File: src/rtl/stateen_gate_pkg.sv
package stateen_gate_pkg;

    typedef enum logic [1:0] {
        PRIV_U   = 2'b00,
        PRIV_S   = 2'b01,
        PRIV_RSV = 2'b10,
        PRIV_M   = 2'b11
    } priv_e;

    typedef enum logic [1:0] {
        LVL_MACH = 2'd0,
        LVL_HYP  = 2'd1,
        LVL_SUP  = 2'd2,
        LVL_NONE = 2'd3
    } lvl_e;

    localparam int NUM_LVL    = 3;
    localparam int BIT_MASTER = 63;
    localparam int BIT_ENVCFG = 62;
    localparam int BIT_FCSR   = 1;

    // Only the implemented bits of a level are held.
    typedef struct packed {
        logic master;
        logic envcfg;
        logic fcsr;
    } en_bits_t;

    function automatic en_bits_t merge_write(en_bits_t cur, logic [63:0] img,
                                             logic [63:0] touch, logic fcsr_ok);
        en_bits_t nxt;
        nxt = cur;
        if (touch[BIT_MASTER]) nxt.master = img[BIT_MASTER];
        if (touch[BIT_ENVCFG]) nxt.envcfg = img[BIT_ENVCFG];
        if (touch[BIT_FCSR])   nxt.fcsr   = img[BIT_FCSR] & fcsr_ok;
        return nxt;
    endfunction

    function automatic logic [63:0] to_image(en_bits_t b);
        logic [63:0] img;
        img = '0;
        img[BIT_MASTER] = b.master;
        img[BIT_ENVCFG] = b.envcfg;
        img[BIT_FCSR]   = b.fcsr;
        return img;
    endfunction

    function automatic en_bits_t en_and(en_bits_t a, en_bits_t b);
        en_bits_t r;
        r.master = a.master & b.master;
        r.envcfg = a.envcfg & b.envcfg;
        r.fcsr   = a.fcsr   & b.fcsr;
        return r;
    endfunction

endpackage

File: src/rtl/stateen_word_map.sv
module stateen_word_map #(
    parameter int XLEN = 64
) (
    input  logic            wr_hi,
    input  logic [XLEN-1:0] wr_data,
    input  logic            rd_hi,
    input  logic [63:0]     rd_img,
    output logic            wr_ok,
    output logic [63:0]     wr_img,
    output logic [63:0]     wr_touch,
    output logic [XLEN-1:0] rd_word
);
    localparam int HALF = 32;

    generate
        if (XLEN == 64) begin : g_wide
            assign wr_ok    = !wr_hi;
            assign wr_img   = wr_data;
            assign wr_touch = '1;
            assign rd_word  = rd_hi ? '0 : rd_img;
        end else if (XLEN == 32) begin : g_narrow
            assign wr_ok    = 1'b1;
            assign wr_img   = wr_hi ? {wr_data, {HALF{1'b0}}} : {{HALF{1'b0}}, wr_data};
            assign wr_touch = wr_hi ? {{HALF{1'b1}}, {HALF{1'b0}}}
                                    : {{HALF{1'b0}}, {HALF{1'b1}}};
            assign rd_word  = rd_hi ? rd_img[63:32] : rd_img[31:0];
        end else begin : g_bad
            initial $error("stateen_word_map: XLEN must be 32 or 64");
            assign wr_ok    = 1'b0;
            assign wr_img   = '0;
            assign wr_touch = '0;
            assign rd_word  = '0;
        end
    endgenerate
endmodule

File: src/rtl/stateen_level_reg.sv
module stateen_level_reg
    import stateen_gate_pkg::*;
(
    input  logic        clk,
    input  logic        rst,
    input  logic        we,
    input  logic [63:0] wr_img,
    input  logic [63:0] wr_touch,
    input  logic        fcsr_ok,
    output en_bits_t    q
);
    always_ff @(posedge clk) begin
        if (rst)     q <= '0;
        else if (we) q <= merge_write(q, wr_img, wr_touch, fcsr_ok);
    end

    AST_FCSR_STAYS_CLEAR: assert property (@(posedge clk) disable iff (rst)
        !fcsr_ok |=> !q.fcsr);
    AST_HOLD_WITHOUT_WRITE: assert property (@(posedge clk) disable iff (rst)
        !we |=> $stable(q));
endmodule

File: src/rtl/stateen_cascade.sv
module stateen_cascade
    import stateen_gate_pkg::*;
(
    input  en_bits_t   mach,
    input  en_bits_t   hyp,
    input  en_bits_t   sup,
    input  logic       virt,
    input  logic [1:0] priv,
    input  logic       has_smode,
    output en_bits_t   eff
);
    en_bits_t hyp_v;
    en_bits_t sup_v;

    always_comb begin
        // Machine master gates both lower levels.
        hyp_v = mach.master ? hyp : '0;
        sup_v = mach.master ? sup : '0;
        eff   = mach;
        if (virt) begin
            eff = en_and(eff, hyp_v);
            if (!hyp_v.master) sup_v = '0;
        end
        if (priv == PRIV_U && has_smode) eff = en_and(eff, sup_v);
    end
endmodule

File: src/rtl/fp_gate_decide.sv
module fp_gate_decide
    import stateen_gate_pkg::*;
(
    input  logic       req,
    input  logic [1:0] priv,
    input  logic       cfg_stateen,
    input  logic       cfg_fpu,
    input  logic       cfg_finx,
    input  logic       dbg,
    input  logic       eff_fcsr,
    output logic       allow,
    output logic       illegal
);
    logic deny;

    always_comb begin
        deny = 1'b0;
        if (!cfg_fpu) begin
            if (!cfg_finx)
                deny = 1'b1;
            else if (cfg_stateen && priv != PRIV_M && !dbg && !eff_fcsr)
                deny = 1'b1;
        end
        illegal = req & deny;
        allow   = req & !deny;
    end
endmodule

File: src/rtl/stateen_fp_gate.sv
module stateen_fp_gate
    import stateen_gate_pkg::*;
#(
    parameter int XLEN = 64
) (
    input  logic            clk,
    input  logic            rst,
    input  logic [1:0]      priv_i,
    input  logic            virt_i,
    input  logic            cfg_stateen_i,
    input  logic            cfg_fpu_i,
    input  logic            cfg_smode_i,
    input  logic            cfg_finx_i,
    input  logic            dbg_i,
    input  logic            fp_req_i,
    input  logic            wr_en_i,
    input  logic [1:0]      wr_sel_i,
    input  logic            wr_hi_i,
    input  logic [XLEN-1:0] wr_data_i,
    input  logic [1:0]      rd_sel_i,
    input  logic            rd_hi_i,
    output logic [XLEN-1:0] rd_data_o,
    output logic            fp_allow_o,
    output logic            fp_illegal_o
);
    logic        wr_ok;
    logic [63:0] wr_img;
    logic [63:0] wr_touch;
    logic [63:0] rd_img;
    en_bits_t    lvl_q [NUM_LVL];
    en_bits_t    eff;

    stateen_word_map #(.XLEN(XLEN)) u_map (
        .wr_hi    (wr_hi_i),
        .wr_data  (wr_data_i),
        .rd_hi    (rd_hi_i),
        .rd_img   (rd_img),
        .wr_ok    (wr_ok),
        .wr_img   (wr_img),
        .wr_touch (wr_touch),
        .rd_word  (rd_data_o)
    );

    for (genvar L = 0; L < NUM_LVL; L++) begin : g_lvl
        logic we;
        // The supervisor register has no upper half.
        assign we = wr_en_i && wr_ok && (wr_sel_i == 2'(L))
                    && !((L == int'(LVL_SUP)) && wr_hi_i);
        stateen_level_reg u_reg (
            .clk      (clk),
            .rst      (rst),
            .we       (we),
            .wr_img   (wr_img),
            .wr_touch (wr_touch),
            .fcsr_ok  (!cfg_fpu_i),
            .q        (lvl_q[L])
        );
    end

    always_comb begin
        case (rd_sel_i)
            LVL_MACH: rd_img = to_image(lvl_q[0]);
            LVL_HYP:  rd_img = to_image(lvl_q[1]);
            LVL_SUP:  rd_img = rd_hi_i ? '0 : to_image(lvl_q[2]);
            default:  rd_img = '0;
        endcase
    end

    stateen_cascade u_cascade (
        .mach      (lvl_q[0]),
        .hyp       (lvl_q[1]),
        .sup       (lvl_q[2]),
        .virt      (virt_i),
        .priv      (priv_i),
        .has_smode (cfg_smode_i),
        .eff       (eff)
    );

    fp_gate_decide u_decide (
        .req         (fp_req_i),
        .priv        (priv_i),
        .cfg_stateen (cfg_stateen_i),
        .cfg_fpu     (cfg_fpu_i),
        .cfg_finx    (cfg_finx_i),
        .dbg         (dbg_i),
        .eff_fcsr    (eff.fcsr),
        .allow       (fp_allow_o),
        .illegal     (fp_illegal_o)
    );

    AST_MACHINE_ALLOWED: assert property (@(posedge clk) disable iff (rst)
        fp_req_i && priv_i == PRIV_M && (cfg_fpu_i || cfg_finx_i) |-> fp_allow_o);
    AST_NO_FP_ILLEGAL: assert property (@(posedge clk) disable iff (rst)
        fp_req_i && !cfg_fpu_i && !cfg_finx_i |-> fp_illegal_o);
    AST_MASTER_HIDES_LOWER: assert property (@(posedge clk) disable iff (rst)
        !lvl_q[0].master && (virt_i || (priv_i == PRIV_U && cfg_smode_i)) |-> !eff.fcsr);
    AST_EFF_BOUNDED_BY_MACH: assert property (@(posedge clk) disable iff (rst)
        eff.fcsr |-> lvl_q[0].fcsr);
    AST_FPU_PRESENT_ALLOWS: assert property (@(posedge clk) disable iff (rst)
        fp_req_i && cfg_fpu_i |-> fp_allow_o && !fp_illegal_o);
    AST_DEBUG_BYPASS: assert property (@(posedge clk) disable iff (rst)
        fp_req_i && dbg_i && cfg_finx_i |-> fp_allow_o);
    AST_IDLE_QUIET: assert property (@(posedge clk) disable iff (rst)
        !fp_req_i |-> !fp_allow_o && !fp_illegal_o);
endmodule

File: config.mk
export PLATFORM = sky130hd
export DESIGN_NAME = stateen_fp_gate
export DESIGN_NICKNAME = d
export VERILOG_FILES = /design/src/rtl/stateen_gate_pkg.sv /design/src/rtl/stateen_word_map.sv /design/src/rtl/stateen_level_reg.sv /design/src/rtl/stateen_cascade.sv /design/src/rtl/fp_gate_decide.sv /design/src/rtl/stateen_fp_gate.sv
export SDC_FILE = /design/constraint.sdc
export NUM_CORES = 1
export LEC_CHECK = 0
export BUFFER_PORTS_ARGS = -buffer_cell sky130_fd_sc_hd__buf_2
export CORE_MARGIN = 4
export CORE_UTILIZATION = 31
export DETAILED_ROUTE_END_ITERATION = 12
export PLACE_DENSITY = 0.95
export SLEW_MARGIN = 20
export SYNTH_ARGS = -nofsm -noshare
export SYNTH_HDL_FRONTEND = slang
export SYNTH_SLANG_ARGS = --single-unit
File: constraint.sdc
create_clock -name clk -period 2 [get_ports clk]
set_clock_uncertainty 0.05 [all_clocks]
set_input_delay 0.3 -clock clk [delete_from_list [all_inputs] [get_ports clk]]
set_output_delay 0.3 -clock clk [all_outputs]
set_load 0.02 [all_outputs]
# [Yosys cells after proc, flatten, opt, wreduce, memory -nomap -nowiden]
# Index checks and enable logic that the tools add are counted.
[totals] ff_bits=9 in_bits=82 output_inout_bits=66 wordCells=47
[classes] n_eq_ne=5 n_mux=11 n_bitwise=5 reduce_logical=17
[ops] op="$pmux 64 s3" n=1
[ops] op="$mux 64" n=1
[ops] op="$mux 3" n=4
[ops] op="$logic_and 1x1->1" n=9
[ops] op="$logic_not 2->1" n=3
[ops] op="$and 1x1->1" n=5
[ops] op="$logic_not 1->1" n=5
[ops] op="$mux 1" n=5
[ops] op="$eq 2x1->1 const B" n=2
[ops] op="$eq 2x2->1 const B" n=2
[ops] op="$ne 2x2->1 const B" n=1

# [Logic depth before layout (Yosys ltp)]
# Gate-level depths: netlist of the first run.
[depth] ltp_word=12 mapped_depth=4 depth_no_buf=4

# [By module]
# Synthesis of the first run repeated with hierarchy kept, for this count alone.
[unflattened] hier_cells=269 hier_area_um2=2198.4
[by_module_without_submodules] mod="stateen_word_map" instances=1 cells_each=201 area_per_inst_um2=1605.3
[by_module_without_submodules] mod="stateen_level_reg" instances=3 cells_each=12 area_per_inst_um2=125.1
[by_module_without_submodules] mod="stateen_fp_gate" instances=1 cells_each=13 area_per_inst_um2=101.3
[by_module_without_submodules] mod="stateen_cascade" instances=1 cells_each=13 area_per_inst_um2=71.3
[by_module_without_submodules] mod="fp_gate_decide" instances=1 cells_each=6 area_per_inst_um2=45.0

# [Least setup slack after synthesis of the first run]
# Ideal clock, no wire load.
[synth_timing] kind="in2out" start="in virt_i" end="out fp_illegal_o" t_arrival_ps=1049 required_time_ps=1650 slack_ps=601 path_stages=4 cell_sequence="nor2b_1 o211ai_1 a221oi_1 and2_1"
[synth_between] elab_chain_cells=9
[synth_rtl] item="from (decl)" line="stateen_fp_gate.sv:9" source="input logic virt_i,"
[synth_rtl] item="$mux 1 / $mux 3 (equally long branches)" line="stateen_cascade.sv:20" source="if (virt) begin"
[synth_rtl] item="$and 1x1->1" line="stateen_gate_pkg.sv:52" source="r.fcsr = a.fcsr & b.fcsr;"
[synth_rtl] item="$mux 1 *" line="stateen_cascade.sv:24" source="if (priv == PRIV_U && has_smode) eff = en_and(eff, sup_v);"
[synth_rtl] item="$logic_not 1->1 *" line="fp_gate_decide.sv:21" source="else if (cfg_stateen && priv != PRIV_M && !dbg && !eff_fcsr)"
[synth_rtl] item="$logic_and 1x1->1 *" line="fp_gate_decide.sv:21"
[synth_rtl] item="$mux 1 *" line="fp_gate_decide.sv:21"
[synth_rtl] item="$mux 1 *" line="fp_gate_decide.sv:19" source="if (!cfg_finx)"
[synth_rtl] item="$mux 1 *" line="fp_gate_decide.sv:18" source="if (!cfg_fpu) begin"
[synth_rtl] item="$and 1x1->1 *" line="fp_gate_decide.sv:24" source="illegal = req & deny;"
[synth_rtl] item="to (decl)" line="stateen_fp_gate.sv:24" source="output logic fp_illegal_o"
# Every way passes the cells marked *; elsewhere a longest branch is shown, timed or not.

# [Worst setup path after layout of the first run]
[layout_timing] start="reg g_lvl[1].u_reg.q[2] in the netlist's numbering" end="out fp_illegal_o"
[layout_between] elab_chain_cells=11
[layout_rtl] item="from (decl)" line="stateen_level_reg.sv:10" source="output en_bits_t q"
[layout_rtl] item="from (signal assigned)" line="stateen_level_reg.sv:14" source="else if (we) q <= merge_write(q, wr_img, wr_touch, fcsr_ok);"
[layout_rtl] item="$mux 3" line="stateen_cascade.sv:17" source="hyp_v = mach.master ? hyp : '0;"
[layout_rtl] item="$mux 3" line="stateen_cascade.sv:22" source="if (!hyp_v.master) sup_v = '0;"
[layout_rtl] item="$mux 3" line="stateen_cascade.sv:20"
[layout_rtl] item="$and 1x1->1" line="stateen_gate_pkg.sv:52"
[layout_rtl] item="$mux 1" line="stateen_cascade.sv:24"
[layout_rtl] item="$logic_not 1->1" line="fp_gate_decide.sv:21"
[layout_rtl] item="$logic_and 1x1->1" line="fp_gate_decide.sv:21"
[layout_rtl] item="$mux 1" line="fp_gate_decide.sv:21"
[layout_rtl] item="$mux 1" line="fp_gate_decide.sv:19"
[layout_rtl] item="$mux 1" line="fp_gate_decide.sv:18"
[layout_rtl] item="$and 1x1->1" line="fp_gate_decide.sv:24"
# No other way between the ends.

==> metrics.md, run 1 <==
| Metric | Value |
|---|---|
| Outcome | `finished clean` |
| HPWL after DPL | `1453 um` |
| Pin count of the biggest net entering global routing | `10` |
| Mapped Cells | `119` |
| Top FF cell, synth | `dfxtp_1` |
| GRT Util Overall | `7.075%` |
| TritonCTS clock tree | `yes` |
| H-Tree Depth | `1` |
| Vias in the first global route | `525` |
| Top flop regs | `g_lvl.u_reg.q (9)` |
| R2R cell count | `2` |
| Final GP Congestion | `0.7604` |
| Largest register by flop count | `g_lvl.u_reg.q` |
| Final antenna-violating net count | `0` |
| Clock Path Buffers | `2` |
| Largest register FFs | `9` |
| Vias per inst | `~3.4` |
| # IOs | `148` |
| Final nets | `about 230` |
| Share of synthesized registers carrying an async set or reset | `0%` |
| Clock Pin Slew Worst Setup and Hold Paths | `60 ps` |
| Mapped Area | `972.2 um^2` |
| Floorplan row count | `20` |
| Register area share after synthesis | `18.53%` |
| CP required | `1650 ps` |
| Cell Pwr Density | `513.8 mW/mm^2` |
| Share of the synthesized area in the top cell type | `47.10%` |
| RSZ-0062 raised after global routing | `no` |
| Final count of negative-setup-slack endpoints | `0` |
| Root Buffer | `clkbuf_4` |
| Starting density of the core | `32.11%` |
| Residual DRC | `0` |
| CTS buffer count | `3` |
| Crit path max-delay family | `compound AO/OA/AOI/OAI gates` |
| Setup TNS | `0 ps` |
| Final period util | `87.13%` |
| Fillers | `343` |
| Crit. End Element | `output pin` |
| Port bufs | `25` |
| Post-synth EDFFs | `0` |
| DR iter-0 viols | `5` |
| Peak Freq | `~0.57 GHz` |
| Die height | `64 um` |
| Commonest cells post-synth | `buf_4, nor2_1, mux2i_1, dfxtp_1` |
| Die ar. | `between 0.004 and 0.005 mm^2` |
| Area grow syn2layout | `-2.445%` |
| Worst reg2reg setup slack | `1320 ps` |
| Hold path depth | `3` |
| Core Area | `0.003028 mm^2` |
| Post-CTS Setup Inserts | `0` |
| Final Hold Viols | `0` |
| Drt total wl | `1623 um` |
| Max stage delay on crit path | `340 ps` |
| Post-synthesis register bit count | `9` |
| Buf+Inv Stages, Crit Path | `1` |
| Worst hold endpoint | `g_lvl[1].u_reg.q[1]` |
| YS warnings | `0` |
| Drt wl/cell | `8.542 um` |
| Leak | `0.4923 nW` |
| Count leader, synth | `buf_4` |
| Clock Sinks | `9` |
| Arrival @ worst endpoint | `1390 ps` |
| First-pass GRT wire length | `about 2200 um` |
| Post-Syn Area per Cell | `8.170 um^2` |
| Pre-antenna DRT Iters | `2` |
| Synth area leader | `buf_4` |
| Slew Limit Fails | `0` |
| Top post-synthesis cells by area | `buf_4, dfxtp_1, mux2i_1` |
| Maximum vdd ir drop | `257.1 uV` |
| Max stage delay cell, worst path | `dfxtp_1` |
| Period minus WS final | `approximately 1700 ps` |
| Initial antenna violation count | `0` |
| Number of max-cap violations | `0` |
| Congestion Overflow GR | `0` |
| Total vias in the final route | `646` |
| Reg-to-reg startpoint | `g_lvl[0].u_reg.q[2]` |
| Post-route design area | `948.4 um^2` |
| Setup CP Type | `flip-flop to output pin` |
| Worst hold start | `wr_data_i[62]` |
| Synth unique cells | `15` |
| Worst Setup Start Kind | `flip-flop` |
| Placed Area | `915.9 um^2` |
| Clock Latency Late Sink | `260 ps` |
| Die width | `64 um` |
| Worst-path fanout max | `3` |
| Worst min-delay path category | `input port to flip-flop` |
| Fraction of layout cells with a size suffix above 1 | `21.92%` |
| Diode count | `0` |
| RR Endpoint | `g_lvl[0].u_reg.q[2]` |
| Critical-path cell list | `nor2b_1 -> o211ai_1 -> a221oi_2 -> and2_1 -> buf_2` |
## how the worst max path moves through the flow
| stage | startpoint | endpoint | slack, ps | depth (start not counted) |
|---|---|---|---|---|
| final | g_lvl[1].u_reg.q[2] | fp_illegal_o | 260 | 5 |
| after global routing | g_lvl[1].u_reg.q[2] | fp_illegal_o | 100 | 5 |
| after CTS | g_lvl[1].u_reg.q[2] | fp_illegal_o | 190 | 5 |
| after detailed placement | priv_i[1] | fp_illegal_o | 410 | 6 |
| after global placement | priv_i[1] | fp_illegal_o | 430 | 6 |
| after floorplan | virt_i | fp_illegal_o | 600 | 4 |
## cell type report
cell class	instances	area, um^2	share of cell area (%)
multi-input cells	108	561.8	59.23
flip-flops and latches	9	180.2	19.00
repair buffers	25	125.1	13.19
well taps	44	55.05	5.805
clock buffers	4	26.28	2.770
## metal layers
metal | GRT usage, % | share of wire [%]
met1 | 7.970 | 36
met3 | 1.054 | 11
met5 | 0 | 0
met2 | 12.13 | 52
met4 | 4.852 | 1.5
## metrics by stage
stage                     total power, W  setup slack, ps  hold slack (ps)  utilization (%)  cells
after floorplan                0.0004081            601.4            397.1                -    179
after global placement         0.0003475            430.2            424.1            30.25    186
after detailed placement       0.0003495            406.0            429.7            30.25    186
after CTS                      0.0004881            186.0            256.0            31.12    190
after global routing           0.0005190            96.28            272.8            31.32    190
final                          0.0004873            257.3            259.7            31.32    190
## cells in the final DEF (no fill, tap or decap), drive strengths merged
cell    count
conb       61
buf        25
nor2       16
mux2i      12
dfxtp       9
nor2b       4
a21oi       4
nand2       4
clkbuf      4
and4bb      2
nand3b      1
o211ai      1
a221oi      1
and2        1
nor4b       1
## report_power, final
| group | switching (W) | internal (W) | total (W) |
|---|---|---|---|
| logic | 0.000133 | 0.0000320 | 0.000165 |
| clock network | 0.0000604 | 0.0000767 | 0.000137 |
| registers | 0.00000252 | 0.000183 | 0.000185 |
| total | 0.000196 | 0.000291 | 0.000487 |
## what timing repair did
item,4_1_cts,5_1_grt
hold buffers,0,0
resized for setup,0,1
endpoints found under the setup margin,0,1
## tightest hold or removal path, delay by kind of cell
| kind | cells | cell delay (ps) |
|---|---|---|
| muxes | 1 | 60 |
| buffers and inverters | 1 | 100 |
| and+or+nand+nor | 1 | 70 |
## kinds of logic after synthesis
group           share of synthesized area [%]
other cells                            0.3857
compound gates                          3.733
buf+inv                                 47.49
flops                                   18.53
simple gates                            17.50
mux                                     12.36
(Power assumes the default switching activity.)
==> inputs of run 2 (changes only) <==
CORE_MARGIN = not set   (was 4)
==> metrics.md, run 2 (synthesis results as in run 1) <==
| Metric | Value |
|---|---|
| Setup ws final | `190.5 ps (-66.82 ps)` |
| Clock Sinks | `9 (unchanged)` |
| GRT Util Overall | `7.836% (+0.76 points)` |
| Critical path depth | `5 (unchanged)` |
| Top flop regs | `g_lvl.u_reg.q (9)` |
| Post-CTS Setup Inserts | `0 (unchanged)` |
| Logic pwr share | `33.3% (-0.6 points)` |
| Final nets | `229 (unchanged)` |
| Final GP Congestion | `0.7466 (-1.8%)` |
| Period minus WS final | `1809 ps (+66.82 ps)` |
| HPWL after DPL | `1226 um (-16%)` |
| Die width | `58 um (-9.4%)` |
| Most common cell after layout, fill and taps aside | `conb_1` |
| Die ar. | `0.003364 mm^2 (-18%)` |
| Hold path depth | `2 (-1)` |
| Buf+Inv Stages, Crit Path | `1 (unchanged)` |
| TritonCTS clock tree | `yes` |
| DR iter-0 viols | `10 (+5)` |
| Floorplan row count | `19 (-5.0%)` |
| Number of max-cap violations | `0 (unchanged)` |
| Max stage delay on crit path | `330 ps (about the same)` |
| Seq pwr share | `38.0% (about the same)` |
| Tot Pwr | `0.0004875 W (about the same)` |
| Outcome | `finished, violations left` |
| Net switching power | `0.0001965 W (+0.31%)` |
| Post-CTS Resized | `0 (unchanged)` |
| Initial antenna violation count | `0 (unchanged)` |
| Sw Ratio | `40.31% (+0.10 points)` |
| Dpl ws | `391.9 ps (-14.04 ps)` |
| CP required | `1650 ps (about the same)` |
| Vias per inst | `3.667 (+7.8%)` |
| Clock Latency Late Sink | `270 ps (about the same)` |
| Arrival @ worst endpoint | `1460 ps (+70 ps)` |
| Setup CP Type | `flip-flop to output pin` |
| Final period util | `90.47% (+3.3 points)` |
| Final Hold Viols | `0 (unchanged)` |
| Clock network fraction of total power | `28.7% (+0.6 points)` |
| Residual DRC | `5 (+5)` |
| Vias in the first global route | `488 (-7.0%)` |
| Max stage delay cell, worst path | `dfxtp_1` |
| Worst min-delay path category | `input port to flip-flop` |
| Violated checks | `DRC` |
| H-Tree Depth | `1 (unchanged)` |
| Port bufs | `25 (unchanged)` |
| Congestion Overflow GR | `0 (unchanged)` |
| Largest register FFs | `9 (unchanged)` |
| Slew Limit Fails | `0 (unchanged)` |
| Setup TNS | `0 ps (unchanged)` |
| Final antenna-violating net count | `0 (unchanged)` |
| Final count of negative-setup-slack endpoints | `0 (unchanged)` |
| Placed insts | `173 (-7.0%)` |
| Root Buffer | `clkbuf_4` |
| Most frequent cells in the layout | `conb_1, buf_2, nor2_1, mux2i_1, dfxtp_1` |
| R2R cell count | `2 (unchanged)` |
| RSZ-0062 raised after global routing | `no` |
| Largest register by flop count | `g_lvl.u_reg.q` |
| Worst-path fanout max | `3 (unchanged)` |
| Fraction of layout cells with a size suffix above 1 | `21.23% (-0.68 points)` |
| Peak Freq | `0.5526 GHz (-3.7%)` |
| Clock Pin Slew Worst Setup and Hold Paths | `60 ps (about the same)` |
| First-pass GRT wire length | `1932 um (-14%)` |
| Diode count | `0 (unchanged)` |
| Final design utilization | `32.46% (+1.1 points)` |
| Worst Setup Start Kind | `flip-flop` |
| Drt total wl | `1418 um (-13%)` |
| Maximum vdd ir drop | `300.3 uV (+17%)` |
| Drt wl/cell | `8.011 um (-6.2%)` |
| Total vias in the final route | `649 (+0.46%)` |
| Hold Buf Count CTS | `0 (unchanged)` |
| Core Area | `0.002853 mm^2 (-5.8%)` |
| Starting density of the core | `34.08% (+2.0 points)` |
| Clock Path Buffers | `2 (unchanged)` |
| Non-Filler Instances | `177 (-6.8%)` |
| Critical-path cell list | `nor2b_1 -> o211ai_1 -> a221oi_1 -> and2_1 -> buf_2` |
| Crit. End Element | `output pin` |
| Leak | `0.4906 nW (-0.34%)` |
| Die height | `58 um (-9.4%)` |
| Fillers | `313 (-8.7%)` |
| CTS buffer count | `3 (unchanged)` |
| # IOs | `148 (unchanged)` |
| Pin count of the biggest net entering global routing | `10 (unchanged)` |
| Pre-antenna DRT Iters | `9 (+7)` |
| Internal power | `0.0002910 W (-0.12%)` |
| Area grow syn2layout | `-4.762%` |
| Cell Pwr Density | `526.5 mW/mm^2 (+2.5%)` |
| Crit path max-delay family | `compound AO/OA/AOI/OAI gates` |
[run 2: power by group through the flow]
stage | Clock [W] | Combinational (W) | Sequential [W]
6_report | 0.000140 | 0.000163 | 0.000185
5_1_grt | 0.000152 | 0.000176 | 0.000185
4_1_cts | 0.000144 | 0.000161 | 0.000185
3_5_place_dp | 0 | 0.000161 | 0.000189
3_3_place_gp | 0 | 0.000159 | 0.000189
2_1_floorplan | 0 | 0.000220 | 0.000188
[run 2: cell type report]
cell class,instances,area [um^2],share of cell area (%)
multi-input cells,108,555.5,60.00
clock buffers,4,26.28,2.838
well taps,31,38.79,4.189
repair buffers,25,125.1,13.51
flip-flops and latches,9,180.2,19.46
[run 2: path summary, 6_finish.rpt]
path                                     startpoint                   to  slack, ps
worst max-delay path            g_lvl[1].u_reg.q[2]         fp_illegal_o        190
worst min-delay path                            rst  g_lvl[2].u_reg.q[2]        260
worst max register to register  g_lvl[1].u_reg.q[2]  g_lvl[1].u_reg.q[2]       1320
worst min register to register  g_lvl[2].u_reg.q[1]  g_lvl[2].u_reg.q[1]        450
[run 2: per-stage QoR]
stage,hold WS [ps],instance area (um^2)
6_report,261.7,925.9
5_1_grt,273.0,925.9
4_1_cts,257.5,925.9
3_5_place_dp,435.8,899.6
3_3_place_gp,424.9,899.6
2_1_floorplan,397.1,1197
[run 2: per-layer routing]
metal / vias to the layer above / part of all wire, % / track usage (%)
met5: - / 0 / 0
met4: 0 / 1.4 / 6.122
met3: 2 / 7.5 / 2.009
met2: 41 / 57 / 13.63
met1: 290 / 34 / 7.945
li1: 316 / - / -
[run 2: worst register-to-register path: cells and delay by family, from the launching register on]
family / cells / cell delay (ps)
DFF: 1 / 330
muxes: 1 / 140
and+or+nand+nor: 1 / 60
==> inputs of run 3 (changes only) <==
ABC_CLOCK_PERIOD_IN_PS = 1500   (was not set)
CORE_UTILIZATION = 26   (was 31)
HOLD_SLACK_MARGIN = 0.15   (was not set)
PLACE_DENSITY = 0.87   (was 0.95)
clock period = 1.5 ns   (was 2 ns; I/O delays follow)
==> metrics.md, run 3 (synthesis results as in run 1) <==
| Metric | Value |
|---|---|
| HPWL after DPL | `1274 um (+3.9%)` |
| Crit path max-delay family | `compound AO/OA/AOI/OAI gates` |
| Vias in the first global route | `537 (+10%)` |
| Initial antenna violation count | `0 (unchanged)` |
| Final GP Congestion | `0.7307 (-2.1%)` |
| Worst Setup Start Kind | `flip-flop` |
| Arrival @ worst endpoint | `1290 ps (-170 ps)` |
| CP required | `1220 ps (-430 ps)` |
| Congestion Overflow GR | `0 (unchanged)` |
| RR Endpoint | `g_lvl[1].u_reg.q[2]` |
| Max stage delay on crit path | `320 ps (about the same)` |
| Buf+Inv Stages, Crit Path | `1 (unchanged)` |
| RSZ-0062 raised after global routing | `yes` |
| Critical-path cell list | `nor2b_1 -> o211ai_1 -> a221oi_2 -> and2_1 -> buf_6` |
| Diode count | `0 (unchanged)` |
| Fraction of layout cells with a size suffix above 1 | `25.17% (+3.9 points)` |
| Total vias in the final route | `654 (+0.77%)` |
| Clock Sinks | `9 (unchanged)` |
| Number of max-cap violations | `0 (unchanged)` |
| Drt wl/cell | `8.135 um (+1.5%)` |
| Slew Limit Fails | `0 (unchanged)` |
| GRT Util Overall | `7.684% (-0.15 points)` |
| Period minus WS final | `1569 ps` |
| Final period util | `104.6%` |
| Most frequent cells in the layout | `conb_1, buf_2, nor2_1, mux2i_1, dfxtp_1` |
| CTS buffer count | `3 (unchanged)` |
| Setup CP Type | `flip-flop to output pin` |
| Drt total wl | `1570 um (+11%)` |
| Final count of negative-setup-slack endpoints | `3 (+3)` |
| R2R cell count | `3 (+1)` |
| Hold path depth | `3 (+1)` |
| Pin count of the biggest net entering global routing | `10 (unchanged)` |
| First-pass GRT wire length | `2332 um (+21%)` |
| Leak | `0.5093 nW (+3.8%)` |
| Cell Pwr Density | `758.0 mW/mm^2 (+44%)` |
| Worst reg2reg setup slack | `710 ps (-610 ps)` |
| Violated checks | `setup timing` |
| Worst hold endpoint | `g_lvl[2].u_reg.q[2]` |
| TritonCTS clock tree | `yes` |
| Most common cell after layout, fill and taps aside | `conb_1` |
| Die width | `63.15 um (+8.9%)` |
| Die height | `63.15 um (+8.9%)` |
| Top flop regs | `g_lvl.u_reg.q (9)` |
| Residual DRC | `0 (-5)` |
| Largest register by flop count | `g_lvl.u_reg.q` |
| Max stage delay cell, worst path | `dfxtp_2` |
| Worst min-delay path category | `input port to flip-flop` |
| Clock Pin Slew Worst Setup and Hold Paths | `40 ps (-20 ps)` |
| Pre-antenna DRT Iters | `2 (-7)` |
| Area grow syn2layout | `2.188%` |
| Hold Buf Count CTS | `0 (unchanged)` |
| Port bufs | `25 (unchanged)` |
| Worst hold start | `wr_data_i[63]` |
| # IOs | `148 (unchanged)` |
| Final antenna-violating net count | `0 (unchanged)` |
| DR iter-0 viols | `1 (-9)` |
| Outcome | `finished, violations left` |
| Starting density of the core | `28.03% (-6.0 points)` |
| Clock Path Buffers | `2 (unchanged)` |
| Vias per inst | `3.389 (-7.6%)` |
| Root Buffer | `clkbuf_8` |
| Reg-to-reg startpoint | `g_lvl[1].u_reg.q[2]` |
| Clock Latency Late Sink | `230 ps (-40 ps)` |
| Core Area | `0.003468 mm^2 (+22%)` |
| Largest register FFs | `9 (unchanged)` |
| Die ar. | `0.003988 mm^2 (+19%)` |
| Final Hold Viols | `0 (unchanged)` |
| Peak Freq | `0.6373 GHz` |
| Worst-path fanout max | `2 (-1)` |
| Dpl ws | `30.24 ps (-361.7 ps)` |
| Maximum vdd ir drop | `462.8 uV (+54%)` |
| Final nets | `230 (+0.44%)` |
| Floorplan row count | `21 (+2)` |
| H-Tree Depth | `1 (unchanged)` |
| Worst hold margin | `209.7 ps (-51.98 ps)` |
| Crit. End Element | `output pin` |
| Setup ws final | `-69.01 ps (-259.5 ps)` |
run 3: cell types whose count changed in the layout (fill, tap and decap cells not counted):
cell | previous run | this run
buf_4 | 0 | 2
buf_6 | 0 | 1
a21oi_1 | 4 | 3
buf_2 | 25 | 23
a221oi_2 | 0 | 1
dfxtp_1 | 9 | 6
a221oi_1 | 1 | 0
dfxtp_2 | 0 | 3
clkbuf_8 | 0 | 3
clkbuf_4 | 3 | 0
a21oi_2 | 0 | 1
run 3: metrics by stage:
| stage | instance area, um^2 | total power [W] | util [%] | instances | setup TNS [ps] |
|---|---|---|---|---|---|
| after CTS | 985.9 | 0.0007521 | 28.43 | 193 | -133.9 |
| after detailed placement | 918.4 | 0.0004660 | 26.48 | 188 | 0 |
| after global routing | 993.5 | 0.0007894 | 28.64 | 193 | -327.2 |
| final | 993.5 | 0.0007531 | 28.64 | 193 | -88.28 |
| after floorplan | 1197 | 0.0005442 | - | 179 | 0 |
| after global placement | 918.4 | 0.0004635 | 26.48 | 188 | 0 |
run 3: layout make-up:
type / instances / area (um^2)
Tap cell: 46 / 57.56
Sequential cell: 9 / 183.9
Clock buffer: 4 / 45.04
Fill cell: 403 / 2475
Multi-Input combinational cell: 108 / 565.5
Timing Repair Buffer: 26 / 141.4
run 3: worst register-to-register path, delay by kind of cell, from the launching register on:
kind | cells | cell delay [ps]
flops | 1 | 320
simple gates | 1 | 50
mux | 1 | 120
buf+inv | 1 | 140
run 3: worst max-delay path by stage:
stage	endpoint	slack, ps	start	cells past startpoint
after global placement	fp_illegal_o	70	priv_i[1]	6
after detailed placement	fp_illegal_o	30	priv_i[1]	6
after floorplan	fp_illegal_o	190	g_lvl[1].u_reg.q[2]	4
after CTS	fp_illegal_o	-100	g_lvl[1].u_reg.q[2]	5
after global routing	fp_illegal_o	-160	g_lvl[1].u_reg.q[2]	5
final	fp_illegal_o	-70	g_lvl[1].u_reg.q[2]	5
run 3: layer usage:
layer	up-vias	wire length [um]	GRT usage, %
met5	-	0	0
met4	0	42	6.105
met3	5	86	1.087
met2	42	883	13.71
met1	289	558	7.961
li1	318	-	-
run 3: power by group:
group	switching (W)	total (W)	internal (W)
sequential	0.00000336	0.000248	0.000245
combinational	0.000177	0.000223	0.0000460
clock	0.0000966	0.000282	0.000185
run 3: timing repair:
| item | CTS | global route |
|---|---|---|
| endpoints found under the hold margin | 0 | 0 |
| setup buffers | 1 | 0 |
| pin swaps | 2 | 0 |
| cloned | 0 | 0 |
| endpoints found under the setup margin | 2 | 3 |
| gates resized for setup | 5 | 3 |
